--- config.mk ---
export PLATFORM = sky130hd
export DESIGN_NAME = gpio_xpndr
export DESIGN_NICKNAME = d
export VERILOG_FILES = /design/src/rtl/gpx_pkg.sv /design/src/rtl/gpx_sync.sv /design/src/rtl/gpx_pin.sv /design/src/rtl/gpio_xpndr.sv
export SDC_FILE = /design/constraint.sdc
export NUM_CORES = 1
export LEC_CHECK = 0
export ABC_AREA = 1
export ABC_CLOCK_PERIOD_IN_PS = 1700
export BUFFER_PORTS_ARGS = -buffer_cell sky130_fd_sc_hd__buf_2
export CORE_MARGIN = 4
export CORE_UTILIZATION = 56
export DETAILED_ROUTE_END_ITERATION = 8
export GPL_TIMING_DRIVEN = 0
export PLACE_DENSITY = 0.81
export SKIP_CTS_REPAIR_TIMING = 1
export SLEW_MARGIN = 20
export SYNTH_ARGS = -nofsm -noshare
export SYNTH_HDL_FRONTEND = slang
export SYNTH_HIERARCHICAL = 1
export SYNTH_SLANG_ARGS = --single-unit
--- constraint.sdc ---
create_clock -name clk -period 1.7 [get_ports clk]
set_input_delay 0.255 -clock clk [delete_from_list [all_inputs] [get_ports clk]]
set_output_delay 0.255 -clock clk [all_outputs]
set_load 0.02 [all_outputs]
--- src/rtl/gpx_pkg.sv ---
package gpx_pkg;

   typedef enum logic [1:0] {
      PM_ANALOG   = 2'b00,
      PM_DIGITAL  = 2'b01,
      PM_PUSHPULL = 2'b10,
      PM_PWM      = 2'b11
   } pin_mode_e;

   typedef enum logic [1:0] {
      IM_NONE = 2'b00,
      IM_RISE = 2'b01,
      IM_FALL = 2'b10,
      IM_BOTH = 2'b11
   } irq_mode_e;

   // Field order sets bit positions: [4:3] irq mode, [2] pull-up, [1:0] pin mode
   typedef struct packed {
      irq_mode_e imode;
      logic      pull;
      pin_mode_e pmode;
   } pin_cfg_t;

   localparam int unsigned CFG_W     = $bits(pin_cfg_t);
   localparam int unsigned ADR_CTRL  = 0;
   localparam int unsigned ADR_TEMP  = 1;
   localparam int unsigned ADR_PCFG0 = 2;

endpackage

--- src/rtl/gpx_sync.sv ---
module gpx_sync #(
   parameter int unsigned STAGES = 2
) (
   input  logic clk,
   input  logic rst_n,
   input  logic d,
   output logic q
);

   logic [STAGES-1:0] chain_q;

   generate
      if (STAGES < 2) begin : g_bad_stages
         $error("gpx_sync needs at least two stages");
      end
   endgenerate

   always_ff @(posedge clk or negedge rst_n) begin
      if (!rst_n) chain_q <= '0;
      else        chain_q <= {chain_q[STAGES-2:0], d};
   end

   assign q = chain_q[STAGES-1];

endmodule

--- src/rtl/gpx_pin.sv ---
module gpx_pin
   import gpx_pkg::*;
#(
   parameter int unsigned DW          = 8,
   parameter int unsigned SYNC_STAGES = 2
) (
   input  logic          clk,
   input  logic          rst_n,
   input  pin_cfg_t      cfg,
   input  logic          host_we,
   input  logic [DW-1:0] wdata,
   input  logic          adc_strobe,
   input  logic [DW-1:0] adc_byte,
   input  logic [DW-1:0] pwm_cnt,
   input  logic          pad_in,
   output logic [DW-1:0] data,
   output logic          edge_evt,
   output logic          pad_out,
   output logic          pad_oe,
   output logic          pad_pu
);

   logic lvl, lvl_q, rise, fall, hit, is_input;

   gpx_sync #(.STAGES(SYNC_STAGES)) i_sync (
      .clk  (clk),
      .rst_n(rst_n),
      .d    (pad_in),
      .q    (lvl)
   );

   always_ff @(posedge clk or negedge rst_n) begin
      if (!rst_n) lvl_q <= 1'b0;
      else        lvl_q <= lvl;
   end

   assign rise     = lvl & ~lvl_q;
   assign fall     = ~lvl & lvl_q;
   assign is_input = ~cfg.pmode[1];

   always_comb begin
      unique case (cfg.imode)
         IM_RISE: hit = rise;
         IM_FALL: hit = fall;
         IM_BOTH: hit = rise | fall;
         default: hit = 1'b0;
      endcase
   end

   assign edge_evt = is_input & hit;

   always_ff @(posedge clk or negedge rst_n) begin
      if (!rst_n) begin
         data <= '0;
      end else begin
         unique case (cfg.pmode)
            PM_ANALOG:  if (adc_strobe) data <= adc_byte;
            PM_DIGITAL: data <= {DW{lvl}};
            default:    if (host_we) data <= wdata;
         endcase
      end
   end

   always_comb begin
      unique case (cfg.pmode)
         PM_PUSHPULL: pad_out = data[0];
         PM_PWM:      pad_out = (pwm_cnt < data);
         default:     pad_out = 1'b0;
      endcase
   end

   assign pad_oe = cfg.pmode[1];
   assign pad_pu = is_input & cfg.pull;

   // analog input ignores host writes and holds between strobes
   a_r6_analog_holds: assert property (@(posedge clk) disable iff (!rst_n)
      (cfg.pmode == PM_ANALOG && !adc_strobe) |=> $stable(data));

   // digital input leaves only all-zeros or all-ones in the data byte
   a_r4_digital_levels: assert property (@(posedge clk) disable iff (!rst_n)
      (cfg.pmode == PM_DIGITAL) |=> (data == '0 || data == '1));

   // zero duty never drives high
   a_r8_pwm_zero_low: assert property (@(posedge clk) disable iff (!rst_n)
      (cfg.pmode == PM_PWM && data == '0) |-> !pad_out);

endmodule

--- src/rtl/gpio_xpndr.sv ---
module gpio_xpndr
   import gpx_pkg::*;
#(
   parameter int unsigned DATA_W      = 8,
   parameter int unsigned ADDR_W      = 3,
   parameter int unsigned NUM_PINS    = 2,
   parameter int unsigned SYNC_STAGES = 2
) (
   input  logic                       clk,
   input  logic                       rst_n,
   input  logic                       host_wr,
   input  logic                       host_rd,
   input  logic [ADDR_W-1:0]          host_addr,
   input  logic [DATA_W-1:0]          host_wdata,
   output logic [DATA_W-1:0]          host_rdata,
   input  logic [DATA_W-1:0]          temp_in,
   input  logic                       adc_done,
   input  logic [NUM_PINS*DATA_W-1:0] adc_data,
   input  logic [NUM_PINS-1:0]        pin_in,
   output logic [NUM_PINS-1:0]        pin_out,
   output logic [NUM_PINS-1:0]        pin_oe,
   output logic [NUM_PINS-1:0]        pin_pu,
   output logic                       irq
);

   localparam int unsigned PDAT0   = ADR_PCFG0 + NUM_PINS;
   localparam int unsigned NSRC    = NUM_PINS + 1;
   localparam int unsigned GEN_BIT = DATA_W - 1;
   localparam logic [DATA_W-1:0] CTRL_MASK =
      DATA_W'((1 << GEN_BIT) | ((1 << NSRC) - 1));

   generate
      if (NUM_PINS != 2) begin : g_bad_pins
         $error("register map is laid out for two pins");
      end
      if (DATA_W < 8) begin : g_bad_width
         $error("DATA_W must be at least 8");
      end
      if ((1 << ADDR_W) < PDAT0 + NUM_PINS) begin : g_bad_addr
         $error("ADDR_W too small for the register map");
      end
   endgenerate

   logic [DATA_W-1:0] ctrl_q, temp_q, cnt_q;
   logic [NSRC-1:0]   pend_q, evt;
   logic [NUM_PINS-1:0] pin_evt;
   pin_cfg_t          pcfg_q [NUM_PINS];
   logic [DATA_W-1:0] pin_data [NUM_PINS];
   logic              ctrl_rd;

   assign ctrl_rd = host_rd && (host_addr == ADDR_W'(ADR_CTRL));

   always_ff @(posedge clk or negedge rst_n) begin
      if (!rst_n) begin
         ctrl_q <= '0;
         temp_q <= '0;
         cnt_q  <= '0;
         pend_q <= '0;
      end else begin
         temp_q <= temp_in;
         cnt_q  <= cnt_q + 1'b1;
         if (host_wr && host_addr == ADDR_W'(ADR_CTRL))
            ctrl_q <= host_wdata & CTRL_MASK;
         pend_q <= (ctrl_rd ? '0 : pend_q) | evt;
      end
   end

   genvar gi;
   generate
      for (gi = 0; gi < NUM_PINS; gi++) begin : g_pin
         always_ff @(posedge clk or negedge rst_n) begin
            if (!rst_n)
               pcfg_q[gi] <= '0;
            else if (host_wr && host_addr == ADDR_W'(ADR_PCFG0 + gi))
               pcfg_q[gi] <= pin_cfg_t'(host_wdata[CFG_W-1:0]);
         end

         gpx_pin #(.DW(DATA_W), .SYNC_STAGES(SYNC_STAGES)) i_pin (
            .clk       (clk),
            .rst_n     (rst_n),
            .cfg       (pcfg_q[gi]),
            .host_we   (host_wr && host_addr == ADDR_W'(PDAT0 + gi)),
            .wdata     (host_wdata),
            .adc_strobe(adc_done),
            .adc_byte  (adc_data[gi*DATA_W +: DATA_W]),
            .pwm_cnt   (cnt_q),
            .pad_in    (pin_in[gi]),
            .data      (pin_data[gi]),
            .edge_evt  (pin_evt[gi]),
            .pad_out   (pin_out[gi]),
            .pad_oe    (pin_oe[gi]),
            .pad_pu    (pin_pu[gi])
         );

         assign evt[gi] = pin_evt[gi] & ctrl_q[gi];

         // a pin event only arises while the pin is in an input mode
         a_r9_evt_input_only: assert property (@(posedge clk) disable iff (!rst_n)
            pin_evt[gi] |-> !pcfg_q[gi].pmode[1]);
      end
   endgenerate

   assign evt[NUM_PINS] = adc_done & ctrl_q[NUM_PINS];
   assign irq = ctrl_q[GEN_BIT] & (|pend_q);

   always_comb begin
      host_rdata = '0;
      if (host_addr == ADDR_W'(ADR_CTRL)) host_rdata = ctrl_q;
      if (host_addr == ADDR_W'(ADR_TEMP)) host_rdata = temp_q;
      for (int i = 0; i < NUM_PINS; i++) begin
         if (host_addr == ADDR_W'(ADR_PCFG0 + i)) host_rdata = DATA_W'(pcfg_q[i]);
         if (host_addr == ADDR_W'(PDAT0 + i))     host_rdata = pin_data[i];
      end
   end

   // a control read with no new event drops the interrupt next cycle
   a_r11_clear_on_read: assert property (@(posedge clk) disable iff (!rst_n)
      (ctrl_rd && !(|evt)) |=> !irq);

   // the temperature byte follows its input, never host data
   a_r2_temp_follows_input: assert property (@(posedge clk) disable iff (!rst_n)
      (host_wr && host_addr == ADDR_W'(ADR_TEMP)) |=> (temp_q == $past(temp_in)));

endmodule

==> results of run 1 <==
power by group through the flow:
stage / combinational [W] / clock [W] / sequential [W]
after global placement: 0.00124 / 0 / 0.00177
final: 0.00148 / 0.000762 / 0.00176
after CTS: 0.00129 / 0.000789 / 0.00176
after detailed placement: 0.00128 / 0 / 0.00178
after floorplan: 0.000916 / 0 / 0.00172
after global routing: 0.00163 / 0.000835 / 0.00179
per-stage QoR:
stage | TNS (ns) | power [W] | std cells | utilization, % | instance area, sq um
floorplan | 0 | 0.002638 | 386 | - | 3072
global placement | 0 | 0.003016 | 512 | 66.08 | 3440
detailed placement | 0 | 0.003068 | 512 | 66.13 | 3442
CTS | -0.4521 | 0.003839 | 520 | 68.03 | 3541
global route | -0.5837 | 0.004257 | 529 | 71.71 | 3732
finish | -0.4411 | 0.004000 | 529 | 71.71 | 3732
kinds of logic (layout without fill, tap and decap cells):
logic type      Yosys count  after routing  share of synthesized area [%]
compound gates           52             52                          9.776
xor+xnor                  6              6                          1.711
fa+ha+maj                19             19                          7.739
buf+inv                  63            136                          8.513
flops                    55             55                          44.81
simple gates            191            191                          27.45
state kept, by name, indices dropped and copies added (netlist names):
signal                      cells
ctrl_q                          4
pcfg_q                         10
g_pin.i_pin/data               16
g_pin.i_pin/i_sync/chain_q      4
cnt_q                           8
pend_q                          3
temp_q                          8
g_pin.i_pin/lvl_q               2
layout make-up:
type,instances,area share (%)
Buffer,6,1.274
Clock buffer,6,2.213
Clock inverter,2,0.4358
Inverter,57,5.800
Multi-Input combinational cell,268,41.17
Sequential cell,55,37.04
Tap cell,70,2.347
Timing Repair Buffer,65,9.722
cells in the mapped netlist, types with 2 or more instances:
cell type,count,share of area [%]
ha_1,19,7.7
nor3_4,2,1.1
inv_1,52,6.4
nand3_1,30,4.9
nor2_2,2,0.41
nand4_1,7,1.4
o21a_1,2,0.49
dfrtp_1,55,45
nor2_4,2,0.73
buf_2,2,0.33
buf_4,2,0.49
a21oi_1,11,1.8
nor2_1,23,2.8
nand2_1,118,14
a21oi_4,2,1.1
xor2_1,4,1.1
buf_6,2,0.73
inv_2,5,0.61
a31oi_1,3,0.61
o21ai_0,13,2.1
o21ai_1,18,2.9
a22oi_1,2,0.49
xnor2_1,2,0.57
worst paths after layout:
check	slack, ns	endpoint	startpoint
worst min register to register	0.36	g_pin[1].i_pin/i_sync/chain_q[1]	g_pin[1].i_pin/i_sync/chain_q[0]
worst max register to register	0.22	pend_q[1]	g_pin[1].i_pin/i_sync/chain_q[1]
worst max-delay path	-0.24	pin_out[0]	cnt_q[3]
min in group clk	0.04	g_pin[1].i_pin/i_sync/chain_q[0]	pin_in[1]
worst min-delay path	-0.03	cnt_q[4]	rst_n
max in group asynchronous	1.23	pcfg_q[6]	rst_n
cells in the final DEF, fill, tap and decap left out, types with 5 or more instances in the layout:
| cell type | instances |
|---|---|
| nand2_1 | 117 |
| o21ai_0 | 13 |
| inv_1 | 48 |
| nor2_1 | 22 |
| ha_4 | 6 |
| a21oi_1 | 8 |
| dfrtp_1 | 50 |
| nand3_1 | 29 |
| inv_2 | 8 |
| o21ai_1 | 18 |
| dfrtp_2 | 5 |
| buf_2 | 55 |
| buf_4 | 12 |
| clkbuf_8 | 6 |
| nand4_1 | 7 |
| ha_1 | 13 |
per-layer routing:
metal	share of wire [%]	wire [um]
met5	0	0
met4	1.7	136
met3	7.6	606
met2	47	3775
met1	43	3479
worst max-delay path, cell delays in order, from the launching register on:
cell,delay [ns]
dfrtp_2,0.47
ha_4,0.26
a21oi_2,0.18
nand2_2,0.08
nand2_1,0.06
nand3_1,0.08
nand2_1,0.11
buf_6,0.12
==> flow_summary.yaml, run 1 <==
logic_synthesis:
  ys_warn_count: 6
  ys_async_sr_fraction_pct: 100.0
  synth.distinct_cells: 31
  avgSynthCellArea_sq_um: 7.958
  synth_seq_cells: 55
  synth_fp_nets: 447
  netlist_area_sq_mm: 0.003072
  syn-instance-count: 386
  ys_seq_area_share_pct: 44.81
  synth-edff-count: 0
  ys.flop_type: "dfrtp_1"
cells_and_area:
  syn_to_final_growth_pct: 21.51
  nNetsFinal: 519
  fill_cells: 417
  ff_latch_area_sq_mm: 0.001383
  drive_gt1_share_pct: 25.49
  multi_input_area_sq_mm: 0.001536
  diodes: 0
power_and_ir_drop:
  p_per_area_mw_per_mm2: 1072
  cellLeakagePower_nw: 1.980
  p_sw_share_pct: 38.18
  ir_drop_mv: 0.5644
  p_sw_w: 0.001527
  power.internal_w: 0.002473
  combPwrFrac_pct: 36.9
  p_seq_share_pct: 44.1
  clkPwrFrac_pct: 19.0
sta:
  rsz0062_at_grt: "true"
  fin_skew_ns: 0.01186
  final.min_clock_period_ns: 1.937
  slew_violations: 0
  whs_ns: -0.02883
  min_period_over_period_pct: 113.9
  finalHoldViolCount: 46
  fmaxAchievable_mhz: 516.3
  setup_viol: 2
  tightest_slew_ns: 0.6856
  layout_setup_ws_ns: -0.2368
  max_slew_margin_pct: 54.29
detailed_routing:
  drcViolationCount: 0
  drt_iter0_drc: 286
  vias: 2814
  routed_wirelength_mm: 7.999
  firstDrtPassIters: 4
  via_per_inst: 5.319
  ant_nets: 0
  wire_per_inst_um: 15.12
grt:
  grt_use_met3_pct: 3.947
  antenna_found_initial: 0
  use_met2_pct: 37.48
  globalRouteOverflowTotal: 0
  grt_max_degree: 56
  top_usage_layer: "met2"
  use_met1_pct: 33.61
  grt_pass1_wl_mm: 11.81
  grt_pass1_vias: 2509
  grt_use_total_pct: 23.85
floorplanning:
  initial_core_util_pct: 59.01
  rows: 26
  coreArea_sq_mm: 0.005205
  fp.dieW_um: 82.06
  pin_count: 57
  die_area_sq_mm: 0.006734
  die_h_um: 82.06
run_status:
  status: "complete, but fails checks"
  violations: "hold timing, setup timing"
clock_network:
  htreeDepth: 2
  cts.sinks: 55
  cts_tree: "done"
  cts.clk_slew.worst_paths_ns: 0.10
  root_buffer: "clkbuf_8"
  numCtsBuffers: 5
  clkLatencyLatePin_ns: 0.32
  clockBufferDepth: 2
critical_path:
  ff2ff_path_depth: 7
  arrival_ns: 1.68
  required_ns: 1.44
  endpoint_kind: "primary output"
  critPathKind: "reg2out"
  worstPathMaxFanout: 3
  startpoint_type: "register"
place:
  gp_congestion: 0.9479
  place.port_buffers: 56
  dp_hpwl_mm: 5.913
  place_ws_ns: 0.02066
run:
  maxCapViolations: 0
min_path:
  worst_hold_path_type: "in2async"
(Power assumes the default switching activity.)
==> inputs of run 2 (changes only) <==
Settings changed: ABC_CLOCK_PERIOD_IN_PS 1700 to 2000, CTS_CLUSTER_DIAMETER from default to 50.
Clock period 1.7 ns to 2 ns, I/O delays scaled along.
==> flow_summary.yaml, run 2 (synthesis gave the netlist of run 1 again) <==
place:
  placed_cell_area_sq_mm: 0.003442
  dp_hpwl_mm: 5.913
  place.port_buffers: 56
  dp_cells: 512
  gp_congestion: 0.9479
clock_network:
  htreeDepth: 2
  root_buffer: "clkbuf_8"
  numCtsBuffers: 5
  clkLatencyLatePin_ns: 0.31
  clockBufferDepth: 2
  cts_tree: "done"
  cts.clk_slew.worst_paths_ns: 0.09
  cts.sinks: 55
cells_and_area:
  final_cell_mix: "nand2_1, buf_2, dfrtp_1"
  nNetsFinal: 514
  fin_cells: 524
  postLayoutCoreUtil_pct: 69.66
  largest-register: "g_pin.i_pin/data"
  drive_gt1_share_pct: 21.81
  diodes: 0
  syn_to_final_growth_pct: 18.04
  largest_register_ff_count: 16
  finish.instance_area_sq_mm: 0.003626
  final_common_cell: "nand2_1"
  reg.largest.list: "g_pin.i_pin/data x16, pcfg_q x10"
sta:
  final.min_clock_period_ns: 1.987
  tightest_slew_ns: 0.6888
  fmaxAchievable_mhz: 503.3
  fin_skew_ns: 0.009329
  slew_violations: 0
  whs_ns: 0.02065
  min_period_over_period_pct: 99.35
  finalSetupTns_ns: 0
  finalHoldViolCount: 0
  setup_viol: 0
  max_slew_margin_pct: 54.08
critical_path:
  critPathKind: "reg2out"
  critPathMaxStageDelay_ns: 0.44
  worstPathMaxFanout: 3
  required_ns: 1.70
  crit_chain: "ha_1 -> a21oi_1 -> o21a_1 -> nand3_1 -> nand2_1 -> buf_6"
  crit_slowest_cell: "dfrtp_1"
  startpoint_type: "register"
  arrival_ns: 1.69
  endpoint_kind: "primary output"
detailed_routing:
  via_per_inst: 5.321
  firstDrtPassIters: 4
  ant_nets: 0
  drt_iter0_drc: 256
  drcViolationCount: 0
  routed_wirelength_mm: 7.753
  vias: 2788
  wire_per_inst_um: 14.80
grt:
  grt_max_degree: 56
  grt_use_total_pct: 23.85
  globalRouteOverflowTotal: 0
  antenna_found_initial: 0
  grt_pass1_vias: 2509
  grt_pass1_wl_mm: 11.81
power_and_ir_drop:
  cellLeakagePower_nw: 1.960
  clkPwrFrac_pct: 19.6
  power.internal_w: 0.002051
  p_per_area_mw_per_mm2: 914.4
  p_sw_w: 0.001264
  combPwrFrac_pct: 35.1
  ir_drop_mv: 0.4640
  p_sw_share_pct: 38.14
  p_seq_share_pct: 45.3
run_status:
  status: "finished, final reports clean"
floorplanning:
  die_h_um: 82.06
  die_area_sq_mm: 0.006734
  coreArea_sq_mm: 0.005205
  initial_core_util_pct: 59.01
  rows: 26
  fp.dieW_um: 82.06
  pin_count: 57
run:
  maxCapViolations: 0
min_path:
  worst_hold_path_type: "in2async"
## run 2: path summary, 6_finish.rpt
kind                                                   from                          endpoint  slack [ns]  depth (start not counted)
min in group clk                                  pin_in[1]  g_pin[1].i_pin/i_sync/chain_q[0]        0.08                          1
setup reg to reg           g_pin[1].i_pin/i_sync/chain_q[1]                         pend_q[1]        0.49                          7
setup / recovery                                   cnt_q[7]                        pin_out[0]        0.01                          6
hold reg to reg            g_pin[1].i_pin/i_sync/chain_q[0]  g_pin[1].i_pin/i_sync/chain_q[1]        0.36                          0
max in group asynchronous                             rst_n                          cnt_q[2]        1.50                          1
hold / removal                                        rst_n                         temp_q[6]        0.02                          1
## run 2: cell type report
cell class / count / area, sq um
Timing Repair Buffer: 60 / 321.6
Tap cell: 70 / 87.58
Buffer: 6 / 47.55
Clock buffer: 6 / 82.58
Multi-Input combinational cell: 268 / 1479
Fill cell: 441 / 1579
Clock inverter: 2 / 16.27
Sequential cell: 55 / 1378
Inverter: 57 / 214.0
## run 2: layer usage
metal	track usage [%]	wire, um	vias to the layer above
met4	7.641	123	0
met5	0	0	-
met2	37.48	3595	107
li1	-	-	1368
met1	33.61	3433	1301
met3	3.947	601	12
## run 2: per-stage QoR
stage	power, W	setup WS [ns]
after floorplan	0.002243	0.5475
after global placement	0.002564	0.2487
after detailed placement	0.002608	0.2595
after CTS	0.003263	0.02661
after global routing	0.003528	-0.06293
final	0.003316	0.01298
## run 2: power groups by stage
stage	logic (W)	clock network, W	registers [W]
2_1_floorplan	0.000778	0	0.00146
3_3_place_gp	0.00106	0	0.00151
3_5_place_dp	0.00109	0	0.00152
4_1_cts	0.00110	0.000671	0.00149
5_1_grt	0.00129	0.000712	0.00152
6_report	0.00116	0.000649	0.00150
## run 2: worst max-delay path: cells and delay by family (launching register included)
family,cells,cell delay (ns)
adders and majority gates,1,0.33
buffers and inverters,1,0.13
DFF,1,0.44
and+or+nand+nor,2,0.20
AOI/OAI and AO/OA,2,0.29
==> inputs of run 3 (changes only) <==
Settings changed: ABC_AREA 1 to default.
==> flow_summary.yaml, run 3 <==
run_status:
  status: "complete, but fails checks"
  violations: "setup timing"
logic_synthesis:
  netlist_area_sq_mm: 0.003263
  yosysTopAreaCell: "dfrtp_1"
  synth.distinct_cells: 44
  synth_seq_cells: 55
  ys_seq_area_share_pct: 42.18
  yosysMostFrequentCell: "dfrtp_1"
  ys_warn_count: 6
  syn-instance-count: 324
  ys_async_sr_fraction_pct: 100.0
  ys_top_cells_by_area: "dfrtp_1, ha_1, mux2i_1"
  avgSynthCellArea_sq_um: 10.07
  ys.flop_type: "dfrtp_1"
  yosys-top-cells-count: "dfrtp_1, nor2_1, a21oi_1"
  synthDominantCellAreaShare_pct: 42.18
  synth-edff-count: 0
  synth_fp_nets: 385
critical_path:
  rrSetupSlack_ns: 0.47
  rr_startpoint: "g_pin[1].i_pin/i_sync/chain_q[1]"
  critPathBufInv: 1
  r2r_end: "pend_q[1]"
  crit_chain: "ha_1 -> a211oi_2 -> a211oi_2 -> o32ai_2 -> buf_4"
  critPathKind: "reg2out"
  crit_end: "pin_out[1]"
  crit_slowest_cell: "dfrtp_2"
  cpMostUsedCell: "a211oi_2"
  path_depth: 5
  endpoint_kind: "primary output"
  ff2ff_path_depth: 7
  required_ns: 1.70
  worstPathMaxFanout: 5
  critPathMaxStageDelay_ns: 0.47
  cp-startpoint: "cnt_q[3]"
  arrival_ns: 1.85
  startpoint_type: "register"
  crit_family: "compound AO/OA/AOI/OAI gates"
floorplanning:
  die_area_sq_mm: 0.007112
  pin_count: 57
  rows: 27
  coreArea_sq_mm: 0.005574
  fp.dieW_um: 84.34
  initial_core_util_pct: 58.54
  die_h_um: 84.34
sta:
  fin_skew_ns: 0.006944
  min_period_over_period_pct: 107.3
  finalSetupTns_ns: -0.2311
  tightest_slew_ns: 0.7011
  slew_violations: 0
  max_slew_margin_pct: 53.26
  finalHoldViolCount: 0
  fmaxAchievable_mhz: 465.9
  setup_viol: 2
  layout_setup_ws_ns: -0.1466
  rsz0062_at_grt: "true"
  final.min_clock_period_ns: 2.147
cells_and_area:
  final_common_cell: "buf_2"
  syn_to_final_growth_pct: 18.52
  drive_gt1_share_pct: 33.93
  diodes: 0
  final_cell_mix: "buf_2, dfrtp_1, nor2_1"
  finish.instance_area_sq_mm: 0.003867
  largest-register: "g_pin.i_pin/data"
  fill_cells: 440
  largest_register_ff_count: 16
  nNetsFinal: 452
  fin_cells: 464
  reg.largest.list: "g_pin.i_pin/data x16, pcfg_q x10"
place:
  dp_cells: 450
  place_ws_ns: 0.01054
  place.port_buffers: 54
  dp_hpwl_mm: 6.027
  placed_cell_area_sq_mm: 0.003626
  gp_congestion: 0.8398
min_path:
  worst_hold_path_type: "in2async"
power_and_ir_drop:
  p_seq_share_pct: 43.9
  combPwrFrac_pct: 39.9
  p_per_area_mw_per_mm2: 943.1
  clkPwrFrac_pct: 16.2
  p_sw_share_pct: 37.64
  power.internal_w: 0.002275
  ir_drop_mv: 0.5541
  cellLeakagePower_nw: 1.824
  p_sw_w: 0.001373
  p_total_w: 0.003647
run:
  maxCapViolations: 0
grt:
  grt_max_degree: 56
  globalRouteOverflowTotal: 0
  grt_pass1_wl_mm: 12.88
  grt_use_total_pct: 22.64
  grt_pass1_vias: 2687
  antenna_found_initial: 0
clock_network:
  cts.sinks: 55
  cts.clk_slew.worst_paths_ns: 0.09
  htreeDepth: 2
  cts_tree: "done"
  root_buffer: "clkbuf_8"
  numCtsBuffers: 5
  clkLatencyLatePin_ns: 0.31
  clockBufferDepth: 2
detailed_routing:
  drt_iter0_drc: 137
  via_per_inst: 5.806
  wire_per_inst_um: 18.44
  routed_wirelength_mm: 8.554
  ant_nets: 0
  drcViolationCount: 0
  vias: 2694
  firstDrtPassIters: 5
## run 3: changes by cell type in the layout (fill, tap and decap cells not counted), sizes merged, moves of 5 or more
| cell | previous run | this run |
|---|---|---|
| nand2 | 120 | 26 |
| inv | 57 | 24 |
| nand3 | 30 | 4 |
| mux2i | 0 | 22 |
| mux2 | 0 | 16 |
| a21oi | 13 | 28 |
| buf | 66 | 78 |
| nor2 | 27 | 36 |
| o21ai | 32 | 23 |
| a211oi | 0 | 6 |
| nand2b | 0 | 5 |
| nand4 | 7 | 2 |
## run 3: through the flow
step | util [%] | hold slack (ns)
6_report | 69.38 | 0.03196
5_1_grt | 69.38 | 0.07070
4_1_cts | 66.51 | 0.05647
3_5_place_dp | 65.05 | 0.3381
3_3_place_gp | 65.01 | 0.3345
2_1_floorplan | - | 0.004409
## run 3: logic make-up (layout without fill, tap and decap cells)
| family | count (synthesis) | in the layout | synth area share [%] |
|---|---|---|---|
| DFF | 55 | 55 | 42.18 |
| adders and majority gates | 19 | 19 | 7.285 |
| and+or+nand+nor | 90 | 90 | 13.96 |
| buffers and inverters | 42 | 110 | 7.899 |
| xor gates and xnor gates | 6 | 6 | 1.610 |
| muxes | 39 | 39 | 13.07 |
| AOI/OAI and AO/OA | 73 | 73 | 14.00 |
## run 3: worst min-delay path by stage
stage                                startpoint                          endpoint  slack (ns)  cells after the start
2_1_floorplan                             rst_n                          cnt_q[0]       0.004                      0
3_3_place_gp   g_pin[0].i_pin/i_sync/chain_q[0]  g_pin[0].i_pin/i_sync/chain_q[1]        0.33                      0
3_5_place_dp   g_pin[0].i_pin/i_sync/chain_q[0]  g_pin[0].i_pin/i_sync/chain_q[1]        0.34                      0
4_1_cts                                   rst_n                         temp_q[5]        0.06                      1
5_1_grt                                   rst_n                          cnt_q[1]        0.07                      1
6_report                                  rst_n                          cnt_q[3]        0.03                      1
## run 3: cell type report
cell class,count,area (sq um),area share [%]
inverters,24,92.59,2.394
repair buffers,60,322.8,8.347
plain buffers,18,165.2,4.270
flip-flops and latches,55,1385,35.81
multi-input cells,227,1730,44.74
clock buffers,7,76.32,1.973
clock inverters,1,5.005,0.1294
well taps,72,90.09,2.329
## run 3: metal layers
| layer | global-route usage (%) | vias up | wire length (um) |
|---|---|---|---|
| met2 | 39.89 | 113 | 4342 |
| met1 | 28.77 | 1300 | 3486 |
| met4 | 5.612 | 0 | 183 |
| li1 | - | 1258 | - |
| met3 | 4.220 | 23 | 541 |
| met5 | 0 | - | 0 |
## run 3: power by group through the flow
stage	logic [W]	registers, W	clock network [W]
global placement	0.00122	0.00160	0
detailed placement	0.00127	0.00161	0
floorplan	0.000953	0.00152	0
global route	0.00161	0.00163	0.000660
finish	0.00146	0.00160	0.000591
CTS	0.00127	0.00159	0.000611
